File: config.mk
export PLATFORM = sky130hd
export DESIGN_NAME = qdds_upconv
export DESIGN_NICKNAME = d
export VERILOG_FILES = /design/src/rtl/qdds_pkg.sv /design/src/rtl/qdds_phase_acc.sv /design/src/rtl/qdds_quarter_lut.sv /design/src/rtl/qdds_mixer.sv /design/src/rtl/qdds_upconv.sv
export SDC_FILE = /design/constraint.sdc
export NUM_CORES = 1
export LEC_CHECK = 0
export BUFFER_PORTS_ARGS = -buffer_cell sky130_fd_sc_hd__buf_2
export CAP_MARGIN = 10
export CORE_MARGIN = 2
export CORE_UTILIZATION = 36
export CTS_CLUSTER_SIZE = 25
export DETAILED_ROUTE_END_ITERATION = 10
export GPL_ROUTABILITY_DRIVEN = 0
export PLACE_DENSITY = 0.57
export SYNTH_ARGS = -nofsm -noshare
export SYNTH_HDL_FRONTEND = slang
export SYNTH_SLANG_ARGS = --single-unit
File: constraint.sdc
create_clock -name clk -period 13.93 [get_ports clk]
set_clock_uncertainty 0.2 [all_clocks]
set_input_delay 2.0895 -clock clk [delete_from_list [all_inputs] [get_ports clk]]
set_output_delay 2.0895 -clock clk [all_outputs]
set_load 0.01 [all_outputs]
File: src/rtl/qdds_pkg.sv
package qdds_pkg;

    localparam int SAMPLE_W    = 12;
    localparam int PROD_W      = 2 * SAMPLE_W;
    localparam int SUM_W       = PROD_W + 1;
    localparam int FRAC_SHIFT  = SAMPLE_W - 1;
    localparam int CARRIER_AMP = (1 << (SAMPLE_W - 1)) - 1;
    localparam real QDDS_PI    = 3.14159265358979323846;

    typedef logic signed [SAMPLE_W-1:0] sample_t;
    typedef logic signed [PROD_W-1:0]   product_t;
    typedef logic signed [SUM_W-1:0]    wide_t;

    // stage-1 payload: captured samples and controls
    typedef struct packed {
        sample_t i_s;
        sample_t q_s;
        logic    sub;
        logic    tone;
    } front_t;

    // stage-1 carriers for the captured phase
    typedef struct packed {
        sample_t cos_v;
        sample_t sin_v;
    } carrier_t;

    // stage-2 payload: products and delayed controls
    typedef struct packed {
        product_t p_i;
        product_t p_q;
        sample_t  tone_v;
        logic     sub;
        logic     tone;
    } prod_t;

    // quarter-wave entry k of 2^idx_w, centred at half-step offsets
    function automatic sample_t quarter_sine(input int k, input int idx_w);
        real ang;
        real v;
        ang = (real'(k) + 0.5) * QDDS_PI / (2.0 * real'(1 << idx_w));
        v   = real'(CARRIER_AMP) * $sin(ang);
        return sample_t'($rtoi(v + 0.5));
    endfunction

    function automatic sample_t clamp_sample(input wide_t x);
        wide_t hi;
        wide_t lo;
        hi = wide_t'(CARRIER_AMP);
        lo = -hi - wide_t'(1);
        if (x > hi)      return sample_t'(CARRIER_AMP);
        else if (x < lo) return sample_t'(-CARRIER_AMP - 1);
        else             return sample_t'(x);
    endfunction

endpackage

File: src/rtl/qdds_phase_acc.sv
module qdds_phase_acc
    import qdds_pkg::*;
#(
    parameter int ACC_W   = 32,
    parameter int PHASE_W = 10
) (
    input  logic               clk,
    input  logic               rst,
    input  logic               wr_en,
    input  logic [ACC_W-1:0]   wr_data,
    input  logic               clr,
    output logic [ACC_W-1:0]   acc,
    output logic [ACC_W-1:0]   ftw,
    output logic [PHASE_W-1:0] phase
);

    always_ff @(posedge clk) begin
        if (rst) begin
            ftw <= '0;
        end else if (wr_en) begin
            ftw <= wr_data;
        end
    end

    // increment with the word stored before this edge: no phase jump on reload
    always_ff @(posedge clk) begin
        if (rst || clr) begin
            acc <= '0;
        end else begin
            acc <= acc + ftw;
        end
    end

    assign phase = acc[ACC_W-1 -: PHASE_W];

endmodule

File: src/rtl/qdds_quarter_lut.sv
module qdds_quarter_lut
    import qdds_pkg::*;
#(
    parameter int PHASE_W    = 10,
    parameter int QUAD_SHIFT = 0
) (
    input  logic [PHASE_W-1:0] phase,
    output sample_t            value
);

    localparam int IDX_W = PHASE_W - 2;
    localparam int DEPTH = 1 << IDX_W;
    localparam logic [PHASE_W-1:0] OFFS = PHASE_W'(QUAD_SHIFT) << IDX_W;

    sample_t tbl [DEPTH];

    for (genvar k = 0; k < DEPTH; k++) begin : g_tbl
        assign tbl[k] = quarter_sine(k, IDX_W);
    end

    logic [PHASE_W-1:0] p;
    logic [1:0]         quad;
    logic [IDX_W-1:0]   idx;
    logic [IDX_W-1:0]   addr;
    sample_t            mag;

    always_comb begin
        p     = phase + OFFS;
        quad  = p[PHASE_W-1 -: 2];
        idx   = p[IDX_W-1:0];
        addr  = quad[0] ? ~idx : idx;
        mag   = tbl[addr];
        value = quad[1] ? -mag : mag;
    end

endmodule

File: src/rtl/qdds_mixer.sv
module qdds_mixer
    import qdds_pkg::*;
(
    input  logic     clk,
    input  logic     rst,
    input  front_t   f1,
    input  carrier_t c1,
    output sample_t  if_out
);

    localparam wide_t RND = wide_t'(1) <<< (FRAC_SHIFT - 1);

    prod_t   p2;
    wide_t   ext_i;
    wide_t   ext_q;
    wide_t   sum;
    wide_t   scaled;
    sample_t mixed;

    always_ff @(posedge clk) begin
        if (rst) begin
            p2 <= '0;
        end else begin
            p2.p_i    <= product_t'(f1.i_s) * product_t'(c1.cos_v);
            p2.p_q    <= product_t'(f1.q_s) * product_t'(c1.sin_v);
            p2.tone_v <= c1.cos_v;
            p2.sub    <= f1.sub;
            p2.tone   <= f1.tone;
        end
    end

    always_comb begin
        ext_i  = wide_t'(p2.p_i);
        ext_q  = wide_t'(p2.p_q);
        sum    = p2.sub ? (ext_i - ext_q) : (ext_i + ext_q);
        scaled = (sum + RND) >>> FRAC_SHIFT;
        mixed  = clamp_sample(scaled);
    end

    always_ff @(posedge clk) begin
        if (rst) begin
            if_out <= '0;
        end else begin
            if_out <= p2.tone ? p2.tone_v : mixed;
        end
    end

endmodule

File: src/rtl/qdds_upconv.sv
module qdds_upconv
    import qdds_pkg::*;
#(
    parameter int ACC_W   = 32,
    parameter int PHASE_W = 10
) (
    input  logic             clk,
    input  logic             rst,
    input  logic             tw_wr_en,
    input  logic [ACC_W-1:0] tw_wr_data,
    input  logic             phase_clr,
    input  logic             sideband_sub,
    input  logic             tone_mode,
    input  logic [11:0]      i_in,
    input  logic [11:0]      q_in,
    output logic [11:0]      if_out
);

    logic [ACC_W-1:0]   acc_q;
    logic [ACC_W-1:0]   ftw_q;
    logic [PHASE_W-1:0] phase;
    sample_t            lut_val [2];
    front_t             f1;
    carrier_t           c1;
    sample_t            mix_out;

    qdds_phase_acc #(.ACC_W(ACC_W), .PHASE_W(PHASE_W)) u_acc (
        .clk     (clk),
        .rst     (rst),
        .wr_en   (tw_wr_en),
        .wr_data (tw_wr_data),
        .clr     (phase_clr),
        .acc     (acc_q),
        .ftw     (ftw_q),
        .phase   (phase)
    );

    // g = 0: sine, g = 1: cosine (quarter-turn ahead)
    for (genvar g = 0; g < 2; g++) begin : g_carrier
        qdds_quarter_lut #(.PHASE_W(PHASE_W), .QUAD_SHIFT(g)) u_lut (
            .phase (phase),
            .value (lut_val[g])
        );
    end

    always_ff @(posedge clk) begin
        if (rst) begin
            f1 <= '0;
            c1 <= '0;
        end else begin
            f1.i_s  <= sample_t'(i_in);
            f1.q_s  <= sample_t'(q_in);
            f1.sub  <= sideband_sub;
            f1.tone <= tone_mode;
            c1.cos_v <= lut_val[1];
            c1.sin_v <= lut_val[0];
        end
    end

    qdds_mixer u_mix (
        .clk    (clk),
        .rst    (rst),
        .f1     (f1),
        .c1     (c1),
        .if_out (mix_out)
    );

    assign if_out = mix_out;

endmodule

==> flow_metrics.py <==
metrics = {
    "place": {
        "io_buffers": 73,
        "dp_hpwl_um": 66100,
        "dpl_cell_area_sq_um": 28400,
    },
    "power": {
        "swShare_pct": 49.7,
        "powerDensity_nw_per_um2": 136,
        "p_leak_uw": 0.0124,
        "p_int_uw": 1980,
        "peakVddDrop_v": 0.000111,
        "p_clk_share_pct": 13.0,
        "p_sw_uw": 1960,
        "total_power_uw": 3940,
        "combPwrFrac_pct": 68.1,
        "p_seq_share_pct": 18.9,
    },
    "global_route": {
        "track_usage_pct": 22.8,
        "grt_start_max_net_pins": 74,
        "grt_pass1_vias": 24364,
        "grt_pass1_wl_um": 140000,
        "antenna_found_initial": 0,
        "grt_overflow": 0,
    },
    "yosys": {
        "synth_seq_cells": 188,
        "yosysMostFrequentCell": "inv_1",
        "synth_ff_type": "dfxtp_1",
        "synth_common_cells": "345 x inv_1, 318 x nand2_1, 279 x fa_1, 267 x nor2_1, 190 x ha_1",
        "syn_nets": 3948,
        "async_reset_ff_share_pct": 0,
        "synth_edf_count": 0,
        "synth_area_leader_cell": "fa_1",
        "netlist_area_sq_um": 27400,
        "syn_avg_cell_area_sq_um": 8.01,
        "seq_area_frac_synth_pct": 13.7,
        "synthTopCellsByArea": "fa_1 20%, dfxtp_1 14%, ha_1 8.7%, inv_1 4.7%, nand2_1 4.4%",
        "synth_top_cell_area_share_pct": 20.4,
        "postSynthCellCount": 3417,
        "yosysWarnings": 0,
        "ys_types": 103,
    },
    "floorplan": {
        "die_w_um": 280,
        "die_area_sq_um": 78300,
        "core_area_sq_um": 75600,
        "start_util_pct": 36.2,
        "num_rows": 101,
        "die_h_um": 280,
        "io_pins": 74,
    },
    "clock_network": {
        "clkLatencyLatePin_ns": 0.50,
        "clock-sinks": 188,
        "cts_tree": "yes",
        "cts_hold_buf": 0,
        "clk_pin_slew_ns": 0.08,
        "post-cts-setup-buffers": 0,
        "cts_root_buf": "clkbuf_16",
        "cts_resized": 0,
        "cts_max_path_buffers": 2,
        "htree_levels": 4,
        "cts_buffers": 17,
    },
    "worst_setup_path": {
        "crit_path_start": "f1[9]",
        "worstReg2RegStart": "f1[9]",
        "arrival_ns": 6.57,
        "critPathKind": "flop to flop",
        "ff2ff_setup_slack_ns": 7.56,
        "worst-path-max-fanout": 12,
        "cp-end-kind": "flop",
        "start_kind": "flop",
        "worstPathRequired_ns": 14.13,
    },
    "hold_path": {
        "holdCritStartpoint": "u_mix.p2[2]",
        "worstHoldPathType": "flop to flop",
    },
    "drt": {
        "drc": 0,
        "antenna_left": 0,
        "post_drt_via_cell_ratio": 5.76,
        "drt-initial-drc-count": 2821,
        "via_count": 24814,
        "routed_wl_um": 88300,
        "wl_per_cell_um": 20.5,
        "firstDrtPassIters": 6,
    },
    "layout": {
        "final_area_sq_um": 29000,
        "post-route-util_pct": 38.4,
        "syn_to_final_growth_pct": 5.88,
        "fill_cells": 7840,
        "drive_above_1_share_pct": 6.94,
        "seq_area_sq_um": 3780,
        "final_nets": 3847,
        "multiInputGateArea_sq_um": 21400,
    },
    "run_status": {
        "status": "finished, final reports clean",
    },
    "sta": {
        "rsz0062_at_grt": "false",
        "finalMaxSlewViolations": 0,
        "slew_headroom_pct": 9.02,
        "fin_crit_sh_pct": 45.7,
        "setup_viol": 0,
        "tns_ns": 0,
        "clock.fmax_ghz": 0.157,
        "worst_slew_pin_slew_ns": 1.36,
        "min_period_ns": 6.37,
        "hold_viol": 0,
    },
    "job": {
        "drv_cap": 0,
    },
}
-- flip-flops by register name, summed over array words and instances, names as in the netlist --
signal,count
u_mix.ext_i,24
u_mix.p2,14
u_mix.if_out,12
u_acc.acc,32
u_acc.ftw,32
f1,26
u_mix.ext_q,24
c1,24
-- area by class of cell --
cell class / count / area share [%]
inverters: 349 / 4.52
diodes: 2 / 0.0173
well taps: 978 / 4.22
repair buffers: 117 / 2.43
clock buffers: 19 / 1.53
multi-input cells: 2643 / 73.8
clock inverters: 12 / 0.488
flip-flops and latches: 188 / 13.0
-- per-layer routing --
| metal | track usage, % | part of all wire (%) | vias to the layer above |
|---|---|---|---|
| met5 | 0 | 0 | - |
| met4 | 10.7 | 5.1 | 0 |
| met3 | 5.21 | 8.7 | 340 |
| met2 | 35.6 | 45 | 1135 |
| met1 | 29.8 | 42 | 11870 |
| li1 | - | - | 11469 |
-- power groups by stage --
stage	clock (uW)	combinational (uW)	sequential, uW
2_1_floorplan	0	2070	695
3_3_place_gp	0	2650	757
3_5_place_dp	0	2660	758
4_1_cts	532	2670	746
5_1_grt	547	3020	759
6_report	513	2680	745
-- worst paths after layout --
check | end | depth (start not counted)
setup / recovery | u_mix.ext_q[23] | 21
hold / removal | u_mix.if_out[0] | 2
setup reg to reg | u_mix.ext_q[23] | 21
hold reg to reg | u_mix.if_out[0] | 2
-- cells in the final DEF, fill, tap and decap left out, types with 13 or more instances in the layout --
master     netlist  final
and3_1          20     20
a21o_1          43     43
nand2b_1        75     75
nor2_1         267    267
buf_2           66     72
a211o_1         13     13
xor2_1          46     43
a211oi_1        52     52
o22ai_1         29     29
or2_2           13     13
a311oi_1        18     18
o31ai_1         17     17
o21bai_1        13     13
o21a_1          14     14
nor2b_1         93     92
a21oi_1        175    175
buf_4            6     43
inv_1          345    345
ha_1           190    190
a31oi_1         44     44
xnor2_1         98     94
mux2i_1         57     57
nand2_1        318    318
fa_1           279    279
and2_1         121    121
dfxtp_1        188    184
nor3_1          96     96
or3_1           15     15
clkbuf_16        0     17
o211ai_1        37     37
o21ai_0        155    154
nand3_1         54     54
a22oi_1         16     16
a221oi_1        29     29
-- cells by family after synthesis --
kind of cell,after synthesis,share of synthesized area (%)
AO/OA/AOI/OAI,808,20.2
AND/OR/NAND/NOR,1146,20.8
buffers and inverters,586,8.47
multiplexers,71,2.87
flip-flops,188,13.7
XOR/XNOR,149,4.90
adder cells (fa/ha/maj),469,29.1
-- metrics by stage --
| step | setup WS [ns] | hold slack [ns] | std cells |
|---|---|---|---|
| floorplan | 8.23 | 0.214 | 3417 |
| global placement | 7.70 | 0.240 | 4274 |
| global route | 7.10 | 0.280 | 4306 |
| finish | 7.56 | 0.260 | 4308 |
| CTS | 7.56 | 0.264 | 4305 |
| detailed placement | 7.67 | 0.233 | 4274 |
-- worst max-delay path, cell delays in order, from the launching register on --
cell	delay, ns
dfxtp_1	0.55
nand2_1	0.14
fa_1	0.56
inv_1	0.04
ha_1	0.26
inv_1	0.06
fa_1	0.48
fa_1	0.50
fa_1	0.49
inv_1	0.04
ha_1	0.30
nor2b_1	0.16
o21ai_0	0.18
a21boi_0	0.14
o21ai_0	0.34
a21oi_1	0.16
o21a_1	0.23
o31ai_1	0.46
a211oi_1	0.19
o41ai_1	0.45
a21oi_1	0.13
nor3b_1	0.20
No activity file was read; power rests on OpenSTA's default activity.
